[src/rtl/rstmgr_pkg.sv]
package rstmgr_pkg;

    localparam int BUS_AW = 8;
    localparam int BUS_DW = 8;

    localparam logic [BUS_AW-1:0] WDT_KICK_ADDR  = 8'h0E;
    localparam logic [BUS_AW-1:0] FLAG_ADDR      = 8'h0F;
    localparam logic [BUS_AW-1:0] SUSP_KEY1_ADDR = 8'h1E;
    localparam logic [BUS_AW-1:0] SUSP_KEY2_ADDR = 8'h1F;

    localparam logic [BUS_DW-1:0] WDT_KICK_VAL  = 8'h55;
    localparam logic [BUS_DW-1:0] SUSP_KEY1_VAL = 8'h55;
    localparam logic [BUS_DW-1:0] SUSP_KEY2_VAL = 8'hAA;

    localparam int POF_BIT  = 1;
    localparam int SUSF_BIT = 0;

    typedef struct packed {
        logic              wr;
        logic [BUS_AW-1:0] addr;
        logic [BUS_DW-1:0] data;
    } bus_wr_t;

    typedef struct packed {
        logic por;
        logic pin;
        logic usb;
        logic wdog;
        logic wake;
    } rst_src_t;

    typedef enum logic [1:0] {
        PM_RUN   = 2'd0,
        PM_ARMED = 2'd1,
        PM_SUSP  = 2'd2
    } pm_state_t;

    function automatic logic bus_hit(bus_wr_t b, logic [BUS_AW-1:0] a,
                                     logic [BUS_DW-1:0] v);
        return b.wr && (b.addr == a) && (b.data == v);
    endfunction

    function automatic logic bus_to(bus_wr_t b, logic [BUS_AW-1:0] a);
        return b.wr && (b.addr == a);
    endfunction

    function automatic logic src_cold(rst_src_t s);
        return s.por | s.pin | s.usb;
    endfunction

    function automatic logic src_any(rst_src_t s);
        return s.por | s.pin | s.usb | s.wdog | s.wake;
    endfunction

endpackage

[src/rtl/rstmgr_pin_filter.sv]
module rstmgr_pin_filter
    import rstmgr_pkg::*;
#(
    parameter int PIN_MIN = 10
) (
    input  logic clk,
    input  logic rst,
    input  logic pin_n,
    output logic active
);
    localparam int CW = $clog2(PIN_MIN + 1);

    logic          s1, s2;
    logic [CW-1:0] low_cnt;

    always_ff @(posedge clk) begin
        if (rst) begin
            s1      <= 1'b1;
            s2      <= 1'b1;
            low_cnt <= '0;
        end else begin
            s1 <= pin_n;
            s2 <= s1;
            if (s2)
                low_cnt <= '0;
            else if (low_cnt != CW'(PIN_MIN))
                low_cnt <= low_cnt + 1'b1;
        end
    end

    assign active = (low_cnt == CW'(PIN_MIN));


    pin_len_chk: assert property (@(posedge clk) disable iff (rst)
        $rose(active) |-> $past(!s2));

endmodule

[src/rtl/rstmgr_wdog.sv]
module rstmgr_wdog
    import rstmgr_pkg::*;
#(
    parameter int WDT_CYC = 900000
) (
    input  logic    clk,
    input  logic    rst,
    input  logic    sys_rst,
    input  logic    halt,
    input  bus_wr_t bus,
    output logic    expire
);
    localparam int CW = $clog2(WDT_CYC + 1);

    logic [CW-1:0] cnt;
    logic          kick;

    assign kick = bus_hit(bus, WDT_KICK_ADDR, WDT_KICK_VAL);

    always_ff @(posedge clk) begin
        if (rst || sys_rst) begin
            cnt    <= '0;
            expire <= 1'b0;
        end else if (halt) begin
            expire <= 1'b0;
        end else if (kick) begin
            cnt    <= '0;
            expire <= 1'b0;
        end else if (cnt == CW'(WDT_CYC - 1)) begin
            cnt    <= '0;
            expire <= 1'b1;
        end else begin
            cnt    <= cnt + 1'b1;
            expire <= 1'b0;
        end
    end


    wdog_pulse_chk: assert property (@(posedge clk) disable iff (rst)
        expire |=> !expire);


    kick_restart_chk: assert property (@(posedge clk) disable iff (rst)
        kick |=> !expire);


    halt_quiet_chk: assert property (@(posedge clk) disable iff (rst)
        (halt && $past(halt)) |-> !expire);

endmodule

[src/rtl/rstmgr_suspend.sv]
module rstmgr_suspend
    import rstmgr_pkg::*;
(
    input  logic    clk,
    input  logic    rst,
    input  logic    sys_rst,
    input  bus_wr_t bus,
    input  logic    wake_req,
    output logic    suspended,
    output logic    wake_hit
);
    pm_state_t state;
    logic      key1, key2;

    assign key1 = bus_hit(bus, SUSP_KEY1_ADDR, SUSP_KEY1_VAL);
    assign key2 = bus_hit(bus, SUSP_KEY2_ADDR, SUSP_KEY2_VAL);

    always_ff @(posedge clk) begin
        if (rst || sys_rst) begin
            state    <= PM_RUN;
            wake_hit <= 1'b0;
        end else begin
            wake_hit <= (state == PM_SUSP) && wake_req;
            case (state)
                PM_RUN:   if (key1) state <= PM_ARMED;
                PM_ARMED: begin
                    if (bus.wr) begin
                        if (key2)      state <= PM_SUSP;
                        else if (key1) state <= PM_ARMED;
                        else           state <= PM_RUN;
                    end
                end
                PM_SUSP:  if (wake_req) state <= PM_RUN;
                default:  state <= PM_RUN;
            endcase
        end
    end

    assign suspended = (state == PM_SUSP);


    susp_entry_chk: assert property (@(posedge clk) disable iff (rst)
        $rose(suspended) |-> $past(key2));


    wake_exit_chk: assert property (@(posedge clk) disable iff (rst)
        wake_hit |-> !suspended);

endmodule

[src/rtl/rstmgr_flags.sv]
module rstmgr_flags
    import rstmgr_pkg::*;
(
    input  logic    clk,
    input  logic    rst,
    input  logic    cold,
    input  logic    resumed,
    input  bus_wr_t bus,
    output logic    pof,
    output logic    susf
);
    logic flag_wr;
    assign flag_wr = bus_to(bus, FLAG_ADDR);

    always_ff @(posedge clk) begin
        if (rst || cold) begin
            pof  <= 1'b1;
            susf <= 1'b0;
        end else if (resumed) begin
            susf <= 1'b1;
        end else if (flag_wr) begin
            pof  <= bus.data[POF_BIT];
            susf <= bus.data[SUSF_BIT];
        end
    end


    cold_flag_chk: assert property (@(posedge clk) disable iff (rst)
        cold |=> (pof && !susf));


    resume_flag_chk: assert property (@(posedge clk) disable iff (rst)
        (resumed && !cold) |=> (susf && $stable(pof)));

endmodule

[src/rtl/rst_supervisor.sv]
module rst_supervisor
    import rstmgr_pkg::*;
#(
    parameter int POR_CYC  = 30000,
    parameter int WDT_CYC  = 900000,
    parameter int PIN_MIN  = 10,
    parameter int HOLD_CYC = 16
) (
    input  logic              clk,
    input  logic              supply_low,
    input  logic              ext_rst_n,
    input  logic              usb_rst,
    input  logic              resume_evt,
    input  logic              key_wake,
    input  logic              bus_wr,
    input  logic [BUS_AW-1:0] bus_addr,
    input  logic [BUS_DW-1:0] bus_wdata,
    output logic              sys_rst,
    output logic              osc_en,
    output logic [7:0]        mode_flags
);
    localparam int POR_W  = $clog2(POR_CYC + 1);
    localparam int HOLD_W = $clog2(HOLD_CYC + 1);

    logic [POR_W-1:0]  por_cnt;
    logic [HOLD_W-1:0] hold_cnt;
    logic              rst_q;
    rst_src_t          src;
    bus_wr_t           bus_g;
    logic              pin_act, wd_exp, susp, wake_hit, pof, susf;

    assign bus_g.wr   = bus_wr & ~rst_q;
    assign bus_g.addr = bus_addr;
    assign bus_g.data = bus_wdata;

    always_ff @(posedge clk) begin
        if (supply_low)
            por_cnt <= POR_W'(POR_CYC);
        else if (por_cnt != '0)
            por_cnt <= por_cnt - 1'b1;
    end

    rstmgr_pin_filter #(.PIN_MIN(PIN_MIN)) u_pin (
        .clk(clk), .rst(supply_low), .pin_n(ext_rst_n), .active(pin_act)
    );

    rstmgr_wdog #(.WDT_CYC(WDT_CYC)) u_wdog (
        .clk(clk), .rst(supply_low), .sys_rst(rst_q), .halt(susp),
        .bus(bus_g), .expire(wd_exp)
    );

    rstmgr_suspend u_susp (
        .clk(clk), .rst(supply_low), .sys_rst(rst_q), .bus(bus_g),
        .wake_req(resume_evt | key_wake), .suspended(susp),
        .wake_hit(wake_hit)
    );

    assign src.por  = (por_cnt != '0);
    assign src.pin  = pin_act;
    assign src.usb  = usb_rst;
    assign src.wdog = wd_exp;
    assign src.wake = wake_hit;

    rstmgr_flags u_flags (
        .clk(clk), .rst(supply_low), .cold(src_cold(src)),
        .resumed(src.wake), .bus(bus_g), .pof(pof), .susf(susf)
    );

    always_ff @(posedge clk) begin
        if (supply_low || src_any(src)) begin
            hold_cnt <= HOLD_W'(HOLD_CYC);
            rst_q    <= 1'b1;
        end else begin
            rst_q <= (hold_cnt != '0);
            if (hold_cnt != '0)
                hold_cnt <= hold_cnt - 1'b1;
        end
    end

    assign sys_rst    = rst_q;
    assign osc_en     = ~susp;
    assign mode_flags = {6'b0, pof, susf};


    src_rst_chk: assert property (@(posedge clk) disable iff (supply_low)
        src_any(src) |=> sys_rst);


    por_hold_chk: assert property (@(posedge clk) disable iff (supply_low)
        src.por |-> sys_rst);


    wdog_warm_chk: assert property (@(posedge clk) disable iff (supply_low)
        (src.wdog && !src_cold(src) && !bus_g.wr) |=> ($stable(pof) && $stable(susf)));


    gated_wr_chk: assert property (@(posedge clk) disable iff (supply_low)
        (sys_rst && bus_wr && bus_addr == FLAG_ADDR && !src_any(src))
            |=> ($stable(pof) && $stable(susf)));

endmodule

[config.mk]
export PLATFORM = sky130hd
export DESIGN_NAME = rst_supervisor
export DESIGN_NICKNAME = d
export VERILOG_FILES = /design/src/rtl/rstmgr_pkg.sv /design/src/rtl/rstmgr_pin_filter.sv /design/src/rtl/rstmgr_wdog.sv /design/src/rtl/rstmgr_suspend.sv /design/src/rtl/rstmgr_flags.sv /design/src/rtl/rst_supervisor.sv
export SDC_FILE = /design/constraint.sdc
export NUM_CORES = 1
export LEC_CHECK = 0
export BUFFER_PORTS_ARGS = -buffer_cell sky130_fd_sc_hd__buf_2
export CAP_MARGIN = 30
export CELL_PAD_IN_SITES_DETAIL_PLACEMENT = 1
export CELL_PAD_IN_SITES_GLOBAL_PLACEMENT = 1
export CORE_ASPECT_RATIO = 2
export CORE_MARGIN = 3
export CORE_UTILIZATION = 43
export CTS_CLUSTER_DIAMETER = 60
export DETAILED_ROUTE_END_ITERATION = 12
export GPL_ROUTABILITY_DRIVEN = 0
export PLACE_DENSITY = 0.85
export RECOVER_POWER = 25
export SLEW_MARGIN = 20
export SYNTH_ARGS = -nofsm -noshare
export SYNTH_HDL_FRONTEND = slang
export SYNTH_SLANG_ARGS = --single-unit
[constraint.sdc]
create_clock -name clk -period 5.6 [get_ports clk]
set_clock_uncertainty 0.15 [all_clocks]
set_input_delay 1.12 -clock clk [delete_from_list [all_inputs] [get_ports clk]]
set_output_delay 1.12 -clock clk [all_outputs]
set_load 0.01 [all_outputs]
---- Word level (Yosys, flattened, before mapping) ----
Cells that the tools add are included.
word-level totals
  register bits after elaboration ......... 53
  word-level logic and storage cells ...... 69
operators by class
  muxes and demuxes ....................... 11
  bitwise operators ....................... 9
  equal/unequal tests ..................... 14
  add/subtract/negate cells ............... 4
  reductions and logical operators ........ 19
operator list
  kind                     count
  $mux W20                 2
  $add A20 B1 Y20 const B  1
  $eq A20 B20 Y1 const B   1
  $eq A8 B4 Y1 const B     2
  $eq A8 B5 Y1 const B     2
  $reduce_bool A15 Y1      1
  $sub A15 B1 Y15 const B  1
  $eq A8 B7 Y1 const B     1
  $eq A8 B8 Y1 const B     1
  $logic_and A1 B1 Y1      8
  $mux W2                  4
  $ne A2 B1 Y1 const B     3
  $pmux W2 S3              1
  $or A1 B1 Y1             5
  $reduce_bool A5 Y1       1
  $sub A5 B1 Y5 const B    1
  $add A4 B1 Y4 const B    1
  $eq A4 B4 Y1 const B     1
  $mux W1                  4
  $ne A4 B4 Y1 const B     1
  $logic_or A1 B1 Y1       3
  $not A1 Y1               3
  $reduce_and A3 Y1        1
  $reduce_or A3 Y1         1
  other kinds (7)          7

---- Longest topological paths before layout ----
  depth after elaboration ................. 8
  depth in mapped cells ................... 7

---- Cells and area by module ----
From an unflattened synthesis, not the netlist that was laid out.
second synthesis, totals
  cell total of the unflattened synthesis .. 354
  area total of the unflattened synthesis .. 3156.8 um^2
modules (own cells, without submodules)
  module             cells each  instances  area an instance (um^2)
  rstmgr_wdog        163         1          1398.8
  rst_supervisor     131         1          1123.6
  rstmgr_pin_filter  26          1          291.5
  rstmgr_suspend     20          1          205.2
  rstmgr_flags       14          1          137.6

---- Worst setup path before layout ----
OpenSTA, ideal clock, no wires.
  path kind ............................... input to register
  start ................................... in bus_addr[5]
  end ..................................... reg u_wdog.cnt[5]
  setup time .............................. 0.139 ns
  stages .................................. 7
  arrival time ............................ 2.418 ns
  setup slack ............................. 2.893 ns
  buffers on the path ..................... 2
  cells stage by stage .................... nor4_1 nand2_1 o311a_1 buf_2 buf_2 nand3_1 o311ai_1
on the way
  longest elaborated chain between the ends .. 4
RTL lines
  element                            RTL line              text
  start: declaration                 rst_supervisor.sv:16  input logic [BUS_AW-1:0] bus_addr,
  $eq A8 B4 Y1                       rstmgr_pkg.sv:40      return b.wr && (b.addr == a) && (b.data == v);
  $logic_and A1 B1 Y1 (2 in series)  rstmgr_pkg.sv:40
  $mux W20                           rstmgr_wdog.sv:26     end else if (kick) begin
  end signal: assignment             rstmgr_wdog.sv:33     cnt <= cnt + 1'b1;
  end: declaration                   rstmgr_wdog.sv:15     logic [CW-1:0] cnt;
Every way passes these cells.
A chain may end at the register's enable or synchronous reset.

---- Worst setup path after layout ----
  start ................................... in supply_low
  end ..................................... reg u_wdog.cnt[5]
on the way
  longest elaborated chain between the ends .. 1
RTL lines
  element             RTL line              text
  start: declaration  rst_supervisor.sv:10  input logic supply_low,
  $logic_or A1 B1 Y1  rstmgr_wdog.sv:21     if (rst || sys_rst) begin
Every way passes these cells.

==> impl_metrics.ini <==
[yosys]
synth_flop_cell = dfxtp_1
synth_top_area_cell = dfxtp_1
synth_cell_types = 56
syn_area_per_cell_um2 = 8.56
synth-edff-count = 0
yosys-top-cells-area = dfxtp_1 38%, nand3_1 3.6%, nand4_1 3.6%, nand2_1 3.5%, xor2_1 3.1%
synth_area_um2 = 2790
ys_warn_count = 0
seq_area_frac_synth_pct = 38.0
ys_ff_latch = 53
synth_async_sr_flop_share_pct = 0
synth_top_area_share_pct = 38.0
syn_inst = 326

[cts]
postCtsSetupRepairBufs = 0
hold_buffers = 0
clkTransAtPathRegs_ps = 70
cts_num_sinks = 53
postCtsResizedCells = 0
clk_latency_ps = 290
cts_buffers = 5
root_buffer = clkbuf_16
cts_max_level = 2
cts_tree = yes
cts_max_path_buffers = 2

[worst_setup_path]
cp.arrival_ps = 3300
crit_path_start_kind = input pin
crit_path_end_kind = flip-flop
crit_fanout = 26
critPathRequiredTime_ps = 5650
critical_path_class = in -> reg

[timing]
fin_crit_sh_pct = 58.0
hold_viol_final = 0
fmax_ghz = 0.308
rsz0062_at_grt = false
relSlewSlack_pct = 31.6
whs_ps = 269
slew_viol_final = 0
period_needed_ps = 3250
fin_setup_tns_ps = 0
finalSetupViolations = 0
tightest_slew_ps = 1030

[global_routing]
grt_overflow_total = 0
track_usage_pct = 20.0
antenna_found_initial = 0
grt_max_degree = 27
grt_pass1_vias = 2602
grt_pass1_wl_um = 12300

[min_path]
hold_path_class = reg -> reg

[finish]
fin_nets = 375
drive_gt1_share_pct = 12.7
final_cell_area_um2 = 3100
area_growth_pct = 11.0
stdcell_count = 431
diodes = 0

[die]
rows = 40
dieWidth_um = 63.0
ioPinCount = 33
initial_core_util_pct = 45.3
die_y_um = 120
die_area_um2 = 7550
core_area_um2 = 6160

[drt]
via_per_inst = 5.81
first_iter_violations = 96
post_drt_wl_per_cell_um = 16.3
dr.pass1.iters = 4
via_count = 2503
wirelength_um = 7010
detail-route-antenna-nets = 0
drcViolationCount = 0

[placement]
place_area_um2 = 2930
hpwl_um = 5210
place_inst = 423
portBuffers = 26

[power_and_ir_drop]
total_power_w = 0.000788
leakage_nw = 1.06
max-vdd-ir-drop_mv = 0.160
cellPowerDensity_nw_per_um2 = 254

[flow_run]
maxCapViolations = 0

[outcome]
status = complete, no violations
where the power goes:
group,switching (W),leakage (nW),internal [W]
Combinational,0.0000263,0.553,0.0000203
Clock,0.000136,0.0810,0.000212
Sequential,0.00000866,0.429,0.000384
path summary, 6_finish.rpt:
check	slack [ps]	to	cells past startpoint	from
setup / recovery	2350	u_wdog.cnt[5]$_SDFFE_PP0N_	5	supply_low
hold / removal	270	u_pin.s2$_SDFF_PP1_	1	u_pin.s1$_SDFF_PP1_
setup reg to reg	2980	u_wdog.cnt[10]$_SDFFE_PP0N_	5	sys_rst$_SDFF_PP1_
hold reg to reg	270	u_pin.s2$_SDFF_PP1_	1	u_pin.s1$_SDFF_PP1_
critical path: stages:
cell and delay (ps):
clkbuf_1 410, nor2_1 340, o311a_1 710, nand2_1 360, o311ai_1 340
state kept, by name, summed over array words and instances (netlist names):
register         cells
u_pin.s2             1
u_wdog.expire        1
u_susp.wake_hit      1
u_pin.low_cnt        4
sys_rst              1
u_pin.s1             1
u_wdog.cnt          20
por_cnt             15
u_flags.susf         1
u_flags.pof          1
u_susp.state         2
hold_cnt             5
synth_stat cells, types with 2 or more instances:
library cell and n:
a21oi_1 5, a31oi_1 8, and2_1 2, and3_1 5, and4_1 2, buf_2 2
buf_4 8, buf_6 2, clkbuf_1 8, dfxtp_1 53, ha_1 6, inv_1 12
mux2i_1 2, nand2_1 26, nand2b_1 7, nand3_1 20, nand3b_1 5, nand4_1 16
nor2_1 22, nor2b_1 7, nor3_1 16, nor4_1 10, nor4b_1 2, nor4bb_1 2
o211ai_1 7, o21a_1 3, o21ai_0 5, o21ai_1 3, o311ai_1 3, o31a_1 2
o31ai_1 2, or2_2 5, or3_1 8, or3_4 2, xnor2_1 8, xor2_1 10
layout by cell type, fill, tap and decap left out, drive strengths merged, types with 6 or more instances in the layout:
cell    count
nand2      27
o21ai       9
nor3       17
nand4      17
dfxtp      53
nor2b       7
xor2       10
inv        12
clkbuf      9
nand3      20
nor2       22
a31oi       8
conb        6
buf        25
or3        10
o211ai      7
nand2b      7
ha          6
nor4       11
xnor2       8
area by class of cell:
type                            count  area (um2)
Clock buffer                        6         129
Clock inverter                      2        38.8
Fill cell                         778        3060
Inverter                           12        45.0
Multi-Input combinational cell    246        1580
Sequential cell                    53        1060
Tap cell                           84         105
Timing Repair Buffer               28         138
per-layer routing:
layer  wire length, um  up-vias  track usage, %
met4               134        0            7.61
li1                  -     1215               -
met2              3800       47            37.3
met3               228        9            3.56
met1              2840     1232            22.0
met5                 0        -               0
kinds of logic after synthesis:
| group | after synthesis | synth area share [%] |
|---|---|---|
| AOI/OAI and AO/OA | 48 | 12.3 |
| xor gates and xnor gates | 18 | 5.65 |
| adders and majority gates | 6 | 2.69 |
| buffers and inverters | 32 | 6.01 |
| DFF | 53 | 38.0 |
| muxes | 3 | 1.12 |
| other | 1 | 0.134 |
| and+or+nand+nor | 165 | 34.1 |
stage by stage:
step | utilization, % | setup WS (ps)
6_report | 50.3 | 2350
5_1_grt | 50.3 | 2090
4_1_cts | 50.4 | 2490
3_5_place_dp | 47.7 | 2280
3_3_place_gp | 47.6 | 2340
2_1_floorplan | - | 2890
(Power assumes the default switching activity.)
